**config.mk**
```make
export PLATFORM = sky130hd
export DESIGN_NAME = mmc_csr_front
export DESIGN_NICKNAME = d
export VERILOG_FILES = /design/src/rtl/mmc_csr_pkg.sv /design/src/rtl/mmc_csr_decode.sv /design/src/rtl/mmc_csr_status.sv /design/src/rtl/mmc_csr_irq.sv /design/src/rtl/mmc_csr_front.sv
export SDC_FILE = /design/constraint.sdc
export NUM_CORES = 1
export LEC_CHECK = 0
export ABC_CLOCK_PERIOD_IN_PS = 2890
export BUFFER_PORTS_ARGS = -buffer_cell sky130_fd_sc_hd__buf_2
export CAP_MARGIN = 10
export CORE_MARGIN = 10
export CORE_UTILIZATION = 45
export CTS_CLUSTER_DIAMETER = 30
export DETAILED_ROUTE_END_ITERATION = 8
export PLACE_DENSITY = 0.81
export SLEW_MARGIN = 15
export SYNTH_ARGS = -nofsm -noshare
export SYNTH_HDL_FRONTEND = slang
export SYNTH_SLANG_ARGS = --single-unit
```
**constraint.sdc**
```tcl
create_clock -name clk -period 2.89 [get_ports clk]
set_clock_uncertainty 0.15 [all_clocks]
set_input_delay 0.289 -clock clk [delete_from_list [all_inputs] [get_ports clk]]
set_output_delay 0.289 -clock clk [all_outputs]
set_load 0.05 [all_outputs]
```
**src/rtl/mmc_csr_pkg.sv**
```systemverilog
package mmc_csr_pkg;

  localparam int CSR_AW   = 12;
  localparam int CSR_DW   = 32;
  localparam int STICKY_W = 11;
  localparam int LIVE_W   = 11;
  localparam int STAT_W   = STICKY_W + LIVE_W;
  localparam int NARROW_W = 8;
  localparam int LEN_W    = 16;

  // sticky bit 9 is reserved and never stored
  localparam logic [STICKY_W-1:0] STICKY_IMPL = 11'h5FF;

  localparam logic [31:0] OFF_PWR     = 32'h000;
  localparam logic [31:0] OFF_CLK     = 32'h004;
  localparam logic [31:0] OFF_ARG     = 32'h008;
  localparam logic [31:0] OFF_DTMR    = 32'h024;
  localparam logic [31:0] OFF_DLEN    = 32'h028;
  localparam logic [31:0] OFF_DCTL    = 32'h02C;
  localparam logic [31:0] OFF_STAT    = 32'h034;
  localparam logic [31:0] OFF_CLR     = 32'h038;
  localparam logic [31:0] OFF_MASK0   = 32'h03C;
  localparam logic [31:0] OFF_FIFO_LO = 32'h080;
  localparam logic [31:0] OFF_FIFO_HI = 32'h0BC;
  localparam logic [31:0] OFF_ID_LO   = 32'hFE0;
  localparam int          ID_BYTES    = 8;

  typedef enum logic [3:0] {
    SEL_NONE, SEL_PWR, SEL_CLK, SEL_ARG, SEL_DTMR, SEL_DLEN, SEL_DCTL,
    SEL_STAT, SEL_CLR, SEL_MASK, SEL_FIFO, SEL_ID
  } csr_sel_e;

  function automatic logic [7:0] id_byte(input logic [2:0] idx);
    case (idx)
      3'd0:    return 8'h81;
      3'd1:    return 8'h11;
      3'd2:    return 8'h04;
      3'd3:    return 8'h00;
      3'd4:    return 8'h0D;
      3'd5:    return 8'hF0;
      3'd6:    return 8'h05;
      default: return 8'hB1;
    endcase
  endfunction

endpackage

```
**src/rtl/mmc_csr_decode.sv**
```systemverilog
module mmc_csr_decode
  import mmc_csr_pkg::*;
#(
  parameter int AW      = CSR_AW,
  parameter int NUM_IRQ = 2,
  localparam int IW     = (NUM_IRQ > 1) ? $clog2(NUM_IRQ) : 1
) (
  input  logic [AW-1:0] addr,
  input  logic          wr_en,
  input  logic          rd_en,
  output csr_sel_e      sel,
  output logic [IW-1:0] mask_idx,
  output logic [2:0]    id_idx,
  output logic          bad_o
);

  localparam logic [31:0] MASK_END = OFF_MASK0 + 32'(4 * NUM_IRQ);
  localparam logic [31:0] ID_END   = OFF_ID_LO + 32'(4 * ID_BYTES);

  logic [31:0] a32;
  logic        can_wr;
  logic        can_rd;

  assign a32    = 32'(addr);
  assign id_idx = a32[4:2];

  always_comb begin
    sel      = SEL_NONE;
    mask_idx = '0;
    if (a32[1:0] == 2'b00) begin
      if (a32 == OFF_PWR)                                 sel = SEL_PWR;
      else if (a32 == OFF_CLK)                            sel = SEL_CLK;
      else if (a32 == OFF_ARG)                            sel = SEL_ARG;
      else if (a32 == OFF_DTMR)                           sel = SEL_DTMR;
      else if (a32 == OFF_DLEN)                           sel = SEL_DLEN;
      else if (a32 == OFF_DCTL)                           sel = SEL_DCTL;
      else if (a32 == OFF_STAT)                           sel = SEL_STAT;
      else if (a32 == OFF_CLR)                            sel = SEL_CLR;
      else if (a32 >= OFF_MASK0 && a32 < MASK_END) begin
        sel      = SEL_MASK;
        mask_idx = IW'((a32 - OFF_MASK0) >> 2);
      end
      else if (a32 >= OFF_FIFO_LO && a32 <= OFF_FIFO_HI) sel = SEL_FIFO;
      else if (a32 >= OFF_ID_LO && a32 < ID_END)          sel = SEL_ID;
    end
  end

  assign can_wr = !(sel inside {SEL_NONE, SEL_STAT, SEL_ID});
  assign can_rd = !(sel inside {SEL_NONE, SEL_CLR});
  assign bad_o  = (wr_en && !can_wr) || (rd_en && !can_rd);

endmodule

```
**src/rtl/mmc_csr_status.sv**
```systemverilog
module mmc_csr_status #(
  parameter int STICKY_W                = 11,
  parameter int LIVE_W                  = 11,
  parameter logic [STICKY_W-1:0] IMPL   = '1,
  localparam int STAT_W                 = STICKY_W + LIVE_W
) (
  input  logic                clk,
  input  logic                rst_n,
  input  logic [STICKY_W-1:0] set_i,
  input  logic                clr_i,
  input  logic [STICKY_W-1:0] clr_bits,
  input  logic [LIVE_W-1:0]   live_i,
  output logic [STAT_W-1:0]   status_o
);

  logic [STICKY_W-1:0] sticky_q;
  logic [STICKY_W-1:0] keep;

  // set pulses override a clear landing on the same edge
  assign keep = clr_i ? ~clr_bits : '1;

  always_ff @(posedge clk or negedge rst_n) begin
    if (!rst_n) sticky_q <= '0;
    else        sticky_q <= ((sticky_q & keep) | set_i) & IMPL;
  end

  assign status_o = {live_i, sticky_q};

endmodule

```
**src/rtl/mmc_csr_irq.sv**
```systemverilog
module mmc_csr_irq #(
  parameter int NUM_IRQ = 2,
  parameter int STAT_W  = 22
) (
  input  logic                      clk,
  input  logic                      rst_n,
  input  logic [NUM_IRQ-1:0]        wr_i,
  input  logic [STAT_W-1:0]         wdata_i,
  input  logic [STAT_W-1:0]         status_i,
  output logic [NUM_IRQ*STAT_W-1:0] mask_o,
  output logic [NUM_IRQ-1:0]        irq_o
);

  for (genvar g = 0; g < NUM_IRQ; g++) begin : g_line
    logic [STAT_W-1:0] mask_q;

    always_ff @(posedge clk or negedge rst_n) begin
      if (!rst_n)       mask_q <= '0;
      else if (wr_i[g]) mask_q <= wdata_i;
    end

    assign mask_o[g*STAT_W +: STAT_W] = mask_q;
    assign irq_o[g]                   = |(status_i & mask_q);
  end

endmodule

```
**src/rtl/mmc_csr_front.sv**
```systemverilog
module mmc_csr_front
  import mmc_csr_pkg::*;
#(
  parameter int AW      = CSR_AW,
  parameter int NUM_IRQ = 2,
  localparam int DW     = CSR_DW,
  localparam int IW     = (NUM_IRQ > 1) ? $clog2(NUM_IRQ) : 1
) (
  input  logic                clk,
  input  logic                rst_n,
  input  logic                bus_wr,
  input  logic                bus_rd,
  input  logic [AW-1:0]       bus_addr,
  input  logic [DW-1:0]       bus_wdata,
  output logic [DW-1:0]       bus_rdata,
  output logic                bus_err,
  input  logic [STICKY_W-1:0] sts_set,
  input  logic [LIVE_W-1:0]   sts_live,
  output logic [NUM_IRQ-1:0]  irq,
  output logic                fifo_wr,
  output logic                fifo_rd,
  output logic [DW-1:0]       fifo_wdata,
  input  logic [DW-1:0]       fifo_rdata,
  output logic [NARROW_W-1:0] cfg_power,
  output logic [NARROW_W-1:0] cfg_clkdiv,
  output logic [DW-1:0]       cfg_arg,
  output logic [DW-1:0]       cfg_dtimer,
  output logic [LEN_W-1:0]    cfg_dlen,
  output logic [NARROW_W-1:0] cfg_dctrl
);

  csr_sel_e                  sel;
  logic [IW-1:0]             mask_idx;
  logic [2:0]                id_idx;
  logic                      bad;
  logic                      wr_ok;
  logic                      rd_ok;
  logic [STAT_W-1:0]         status;
  logic [NUM_IRQ*STAT_W-1:0] mask_flat;
  logic [NUM_IRQ-1:0]        mask_wr;

  mmc_csr_decode #(.AW(AW), .NUM_IRQ(NUM_IRQ)) u_dec (
    .addr     (bus_addr),
    .wr_en    (bus_wr),
    .rd_en    (bus_rd),
    .sel      (sel),
    .mask_idx (mask_idx),
    .id_idx   (id_idx),
    .bad_o    (bad)
  );

  assign wr_ok   = bus_wr && !bad;
  assign rd_ok   = bus_rd && !bad;
  assign bus_err = bad;

  mmc_csr_status #(.STICKY_W(STICKY_W), .LIVE_W(LIVE_W), .IMPL(STICKY_IMPL)) u_status (
    .clk      (clk),
    .rst_n    (rst_n),
    .set_i    (sts_set),
    .clr_i    (wr_ok && sel == SEL_CLR),
    .clr_bits (bus_wdata[STICKY_W-1:0]),
    .live_i   (sts_live),
    .status_o (status)
  );

  always_comb begin
    for (int i = 0; i < NUM_IRQ; i++)
      mask_wr[i] = wr_ok && (sel == SEL_MASK) && (32'(mask_idx) == i);
  end

  mmc_csr_irq #(.NUM_IRQ(NUM_IRQ), .STAT_W(STAT_W)) u_irq (
    .clk      (clk),
    .rst_n    (rst_n),
    .wr_i     (mask_wr),
    .wdata_i  (bus_wdata[STAT_W-1:0]),
    .status_i (status),
    .mask_o   (mask_flat),
    .irq_o    (irq)
  );

  always_ff @(posedge clk or negedge rst_n) begin
    if (!rst_n) begin
      cfg_power  <= '0;
      cfg_clkdiv <= '0;
      cfg_arg    <= '0;
      cfg_dtimer <= '0;
      cfg_dlen   <= '0;
      cfg_dctrl  <= '0;
    end else if (wr_ok) begin
      case (sel)
        SEL_PWR:  cfg_power  <= bus_wdata[NARROW_W-1:0];
        SEL_CLK:  cfg_clkdiv <= bus_wdata[NARROW_W-1:0];
        SEL_ARG:  cfg_arg    <= bus_wdata;
        SEL_DTMR: cfg_dtimer <= bus_wdata;
        SEL_DLEN: cfg_dlen   <= bus_wdata[LEN_W-1:0];
        SEL_DCTL: cfg_dctrl  <= bus_wdata[NARROW_W-1:0];
        default:  ;
      endcase
    end
  end

  assign fifo_wr    = wr_ok && sel == SEL_FIFO;
  assign fifo_rd    = rd_ok && sel == SEL_FIFO;
  assign fifo_wdata = bus_wdata;

  always_comb begin
    bus_rdata = '0;
    if (rd_ok) begin
      case (sel)
        SEL_PWR:  bus_rdata = DW'(cfg_power);
        SEL_CLK:  bus_rdata = DW'(cfg_clkdiv);
        SEL_ARG:  bus_rdata = cfg_arg;
        SEL_DTMR: bus_rdata = cfg_dtimer;
        SEL_DLEN: bus_rdata = DW'(cfg_dlen);
        SEL_DCTL: bus_rdata = DW'(cfg_dctrl);
        SEL_STAT: bus_rdata = DW'(status);
        SEL_MASK: bus_rdata = DW'(mask_flat[mask_idx*STAT_W +: STAT_W]);
        SEL_FIFO: bus_rdata = fifo_rdata;
        SEL_ID:   bus_rdata = DW'(id_byte(id_idx));
        default:  bus_rdata = '0;
      endcase
    end
  end

endmodule

```
== After elaboration in Yosys (flattened, before gate mapping) ==
Index checks and enable logic that the tools add are counted.
Operators by class
  add/sub/neg operators: 1
  multiply operators: 1
  divide/modulo/power cells: 0
  magnitude comparators: 6
  eq/ne operators: 24
  shifts and indexed selects: 1
  muxes and demuxes: 26
  bitwise logic cells: 6
  reductions and logical operators: 29
Operators by type and width (number)
  $pmux 32 s10: 1
  $eq 12x6->1 const B: 5
  $pmux 8 s7: 1
  $mux 4: 12
  $and 22x22->22: 2
  $reduce_or 22->1: 2
  $shiftx 44x7->22: 1
  $logic_not 32->1: 1
  $mux 32: 1
  $eq 4x3->1 const B: 4
  $eq 4x4->1 const B: 4
  $logic_and 1x1->1: 13
  $lt 12x13->1 const B: 1
  $eq 12x3->1 const B: 1
  $eq 12x4->1 const B: 1
  $ge 12x12->1 const B: 1
  $ge 12x6->1 const B: 1
  $ge 12x8->1 const B: 1
  $le 12x8->1 const B: 1
  $lt 12x7->1 const B: 1
  $reduce_and 2->1: 6
  $and 11x11->11: 1
  $mux 11: 1
  $not 11->11: 1
  other kinds (17): 30
Word-level totals
  bits in registers: 158
  latch bits: 0
  memory bits (writable): 0
  ROM bits: 0
  input bits: 102
  output and inout bits: 173
  word-level logic and storage cells: 103
  memories kept: 0

== Longest topological paths before layout ==
  depth in word-level cells: 24
  gate-level depth with buffers: 11
  gate-level depth less buffers: 7

== Hierarchy ==
A second synthesis with hierarchy kept.
Unflattened totals
  cell total of the unflattened synthesis: 747
  area total of the unflattened synthesis: 8748.4 µm²
Modules (own cells, without submodules)
  mmc_csr_front: times used 1, cells an instance 521, area each 6019.5 µm², sequential area each 2602.5 µm²
  mmc_csr_irq: times used 1, cells an instance 118, area each 1844.3 µm², sequential area each 1101.1 µm²
  mmc_csr_status: times used 1, cells an instance 44, area each 467.9 µm², sequential area each 250.2 µm²
  mmc_csr_decode: times used 1, cells an instance 64, area each 416.6 µm², sequential area each 0.0 µm²

== Worst setup path before layout ==
No wires, ideal clock.
  kind: input port to output port
  start point: input port bus_addr[11]
  end point: output port bus_rdata[9]
  data arrival time: 2845 ps
  data required time: 2451 ps
  slack: -394 ps
  stages on the path: 10
  path buffers: 3
  path through: nor4_4 > nand2_1 > nor3_2 > o31a_1 > buf_6 > and2_1 > buf_4 > buf_2 > nand2_1 > a31oi_1
Between the ends
  cells in the longest elaborated chain, start to end: 21
  elaborated cells between the ends (all ways): 62
  classes of those cells: 1 x mul; 6 x order compare; 18 x eq/ne; 1 x shift; 24 x mux; 12 x reduce/logical
RTL lines
  start, declared: line mmc_csr_front.sv:13  | input logic [AW-1:0] bus_addr,
  branches (longest 20 deep; another with $ge 12x6->1)
  $mux 32 (*): line mmc_csr_front.sv:108  | if (rd_ok) begin
  end, declared: line mmc_csr_front.sv:15  | output logic [DW-1:0] bus_rdata,
Every way passes the cells marked *.

== Worst setup path in the final report ==
  start point: input port bus_addr[8]
  end point: output port bus_rdata[21]
The elaborated chain is that of the path after synthesis.

==> flow_summary_export.csv <==
group,metric,value,unit
pwr,peakVddDrop,421,uV
grt,track_usage,0.248,
die,dieWidth,157,um
yosys,synth_nets,827,
pwr,power_density,414,nW/um^2
yosys,yosys_most_used_dff,"dfrtp_1",
pwr,p_leak,6.12,nW
worst_hold_path,hold_path_class,"in -> reg",
pwr,seqPwrFrac,0.438,
yosys,synth_edf_count,0,
setup_path,worst_ep_arrival_time,2.59,ns
final_layout,num-nets-final,1170,
clock_tree,cts_buffer_depth,2,
die,dieArea,24800,um^2
final_layout,layout_common_cells,"buf_2 (233), dfrtp_1 (158), mux2_2 (134)",
timing,fin_ws,-0.136,ns
routing,highest_layer,"met4",
grt,globalRouteOverflowTotal,0,
yosys,ys_seq_area_frac,0.465,
timing,period_share,1.05,
setup_path,slowest_stage,"or4_4",
routing,first_iter_violations,708,
routing,met1Wirelength,11800,um
yosys,synthesis.area,8500,um^2
routing,met3_wirelength,2730,um
pwr,p_int,3.78,mW
timing,finalSetupViolCount,32,
yosys,synth-seq-cells,158,
final_layout,drive_gt1_frac,0.570,
yosys,yosysUniqueCellTypes,60,
setup_path,end_kind,"primary output",
yosys,synthArstFlopShare,1.00,
run_status,status,"finished with violations",
place,preCtsSetupSlack,-0.239,ns
run_status,violations,"setup timing",
clock_tree,htree_levels,4,
die,rows,50,
routing,routed_wl,31200,um
timing,worst_pin_slew,0.668,ns
routing,drc,0,
routing,dr.pass1.iters,5,
worst_hold_path,hold_path_startpoint,"bus_wdata[15]",
yosys,yosys.area.top_type,"dfrtp_1",
die,io_pins,275,
setup_path,start_kind,"primary input",
clock_tree,clock-root-buffer,"clkbuf_16",
setup_path,worstPathCellList,"buf_8 > or4_4 > nor2_4 > a311oi_2 > o31a_1 > a32o_2 > a211o_4 > buf_12 > a31oi_4 > buf_12",
die,core_area,18600,um^2
pwr,p_comb_frac,0.101,
grt,grt_pass1_vias,8233,
place,portBuffers,273,
routing,ant_nets,0,
setup_path,startpoint,"bus_addr[8]",
setup_path,path_max_fanout,7,
clock_tree,tritoncts,"done",
routing,wl_per_cell,23.7,um
clock_tree,clkTransAtPathRegs,0.06,ns
yosys,synth_area_leaders,"dfrtp_1 (46%), mux2_2 (18%), mux2_1 (5.3%), a22oi_1 (3.6%), buf_4 (3.1%)",
clock_tree,cts_buffers,17,
setup_path,crit_required,2.45,ns
timing,grt_setup_unrepaired,"true",
yosys,ys_warn_count,0,
setup_path,setup.worst_path.class,"in -> out",
routing,via_per_inst,5.83,
job,cap_violations,0,
pwr,pwr-share-clk,0.461,
pwr,sw_frac_of_total,0.256,
grt,grt_pass1_wl,47600,um
grt,grt_max_degree,69,
timing,finalCriticalPeriod,3.03,ns
setup_path,path_buf_inv,3,
grt,antenna_found_initial,1,
setup_path,crit_family,"compound AO/OA/AOI/OAI gates",
setup_path,max_stage_delay,0.56,ns
die,start_util,0.456,
timing,max_freq,330,MHz
clock_tree,clock_latency,0.42,ns
die,die-height,157,um
timing,slew_viol_final,0,
final_layout,area_delta_synth_final,44.2,%
timing,slew_headroom,0.555,
yosys,synth_top_area_frac,0.465,
final_layout,layout_commonest_cell,"buf_2",
setup_path,cp_common_cell,"buf_12",
timing,hold_ws,0.0131,ns
clock_tree,cts_sinks,158,
place,dpl.hpwl,22200,um
pwr,switching_power,1.30,mW
setup_path,worstReg2RegStart,"u_irq.g_line[0].mask_q[12]$_DFFE_PN0P_",
routing,wl_met2,15800,um
timing,hold_violations,0,
yosys,synthCells,725,
final_layout,n_fill_cell,1368,
yosys,syn_area_per_cell,11.7,um^2
routing,vias,7677,
place,routabilityCongestion,0.915,
final_layout,final_util,0.658,
==> cells by family (layout without fill, tap and decap cells) <==
kind of cell / after synthesis / after routing / share of synthesized area
AOI/OAI and AO/OA: 128 / 128 / 0.134
xor gates and xnor gates: 1 / 1 / 0.00103
buffers and inverters: 81 / 437 / 0.0593
DFF: 158 / 158 / 0.465
muxes: 179 / 179 / 0.236
other: 0 / 1 / 0
and+or+nand+nor: 178 / 178 / 0.105
==> power by group through the flow <==
stage	sequential, mW	combinational (mW)	clock [mW]
floorplan	2.29	0.206	0
finish	2.22	0.513	2.34
global route	2.22	0.545	2.46
detailed placement	2.26	0.459	0
global placement	2.26	0.455	0
CTS	2.22	0.500	2.35
==> per-stage QoR <==
| stage | setup TNS [ns] | cell area [um^2] | power (mW) | std cells |
|---|---|---|---|---|
| 5_1_grt | -4.57 | 12300 | 5.23 | 1316 |
| 2_1_floorplan | -1.55 | 8630 | 2.49 | 725 |
| 6_report | -2.29 | 12300 | 5.08 | 1316 |
| 3_3_place_gp | -6.51 | 10800 | 2.72 | 1248 |
| 4_1_cts | -2.53 | 12100 | 5.08 | 1311 |
| 3_5_place_dp | -8.92 | 10800 | 2.72 | 1248 |
==> final timing paths <==
path	cells past startpoint	slack, ns	endpoint
max	10	-0.14	bus_rdata[21]
min	2	0.01	u_irq.g_line[1].mask_q[15]$_DFFE_PN0P_
max reg2reg	1	1.91	u_irq.g_line[0].mask_q[12]$_DFFE_PN0P_
min reg2reg	1	0.34	u_irq.g_line[1].mask_q[9]$_DFFE_PN0P_
max in group asynchronous	3	1.58	u_irq.g_line[1].mask_q[5]$_DFFE_PN0P_
min in group asynchronous	2	0.29	cfg_clkdiv[2]$_DFFE_PN0P_
==> final cells by class <==
cell class	count	area (um^2)	share of cell area
multi-input cells	486	4380	0.357
flip-flops and latches	158	3950	0.322
repair buffers	401	3010	0.245
clock buffers	19	443	0.0361
well taps	234	293	0.0239
clock inverters	13	165	0.0135
inverters	4	15.0	0.00122
diodes	1	2.50	0.000204
==> state kept, by name, indices dropped and copies added (netlist names) <==
name                 cells
u_irq.g_line.mask_q     44
cfg_arg                 32
cfg_dtimer              32
cfg_dlen                16
u_status.sticky_q       10
cfg_clkdiv               8
cfg_dctrl                8
cfg_power                8
==> synth_stat cells (2+ instances only) <==
master and count:
mux2i_1 4, o21a_1 2, mux2_2 135, dfrtp_1 158, nand3_1 10, nor3_1 2, nand4_1 6, a22oi_1 41
nor4_1 12, and3b_1 3, nand4_2 2, nand2_1 66, o21ai_0 5, o2111ai_1 3, buf_6 6, nor3_2 4
mux2_1 40, a21oi_2 8, clkbuf_1 19, nor4_4 2, a31oi_4 5, buf_1 6, a21oi_1 7, buf_2 10
a31oi_1 2, and2_1 3, nor2_1 51, inv_1 4, and3_1 4, a221oi_1 15, a222oi_1 22, buf_4 35
a211oi_1 2, nor2b_1 5
==> routing by layer <==
metal,global-route usage,up-vias
li1,-,3390
met5,0,-
met3,0.0701,62
met2,0.429,393
met4,0.0953,0
met1,0.286,3832
==> repair_timing <==
item                                   in CTS  in global routing
setup buffers                               2                  5
cloned                                      2                  0
setup endpoints to repair                  33                 35
pin swaps                                  15                  9
endpoints found under the hold margin     109                  0
hold buffers                               27                  0
resized for setup                         101                 25
No activity file was read; power rests on OpenSTA's default activity.
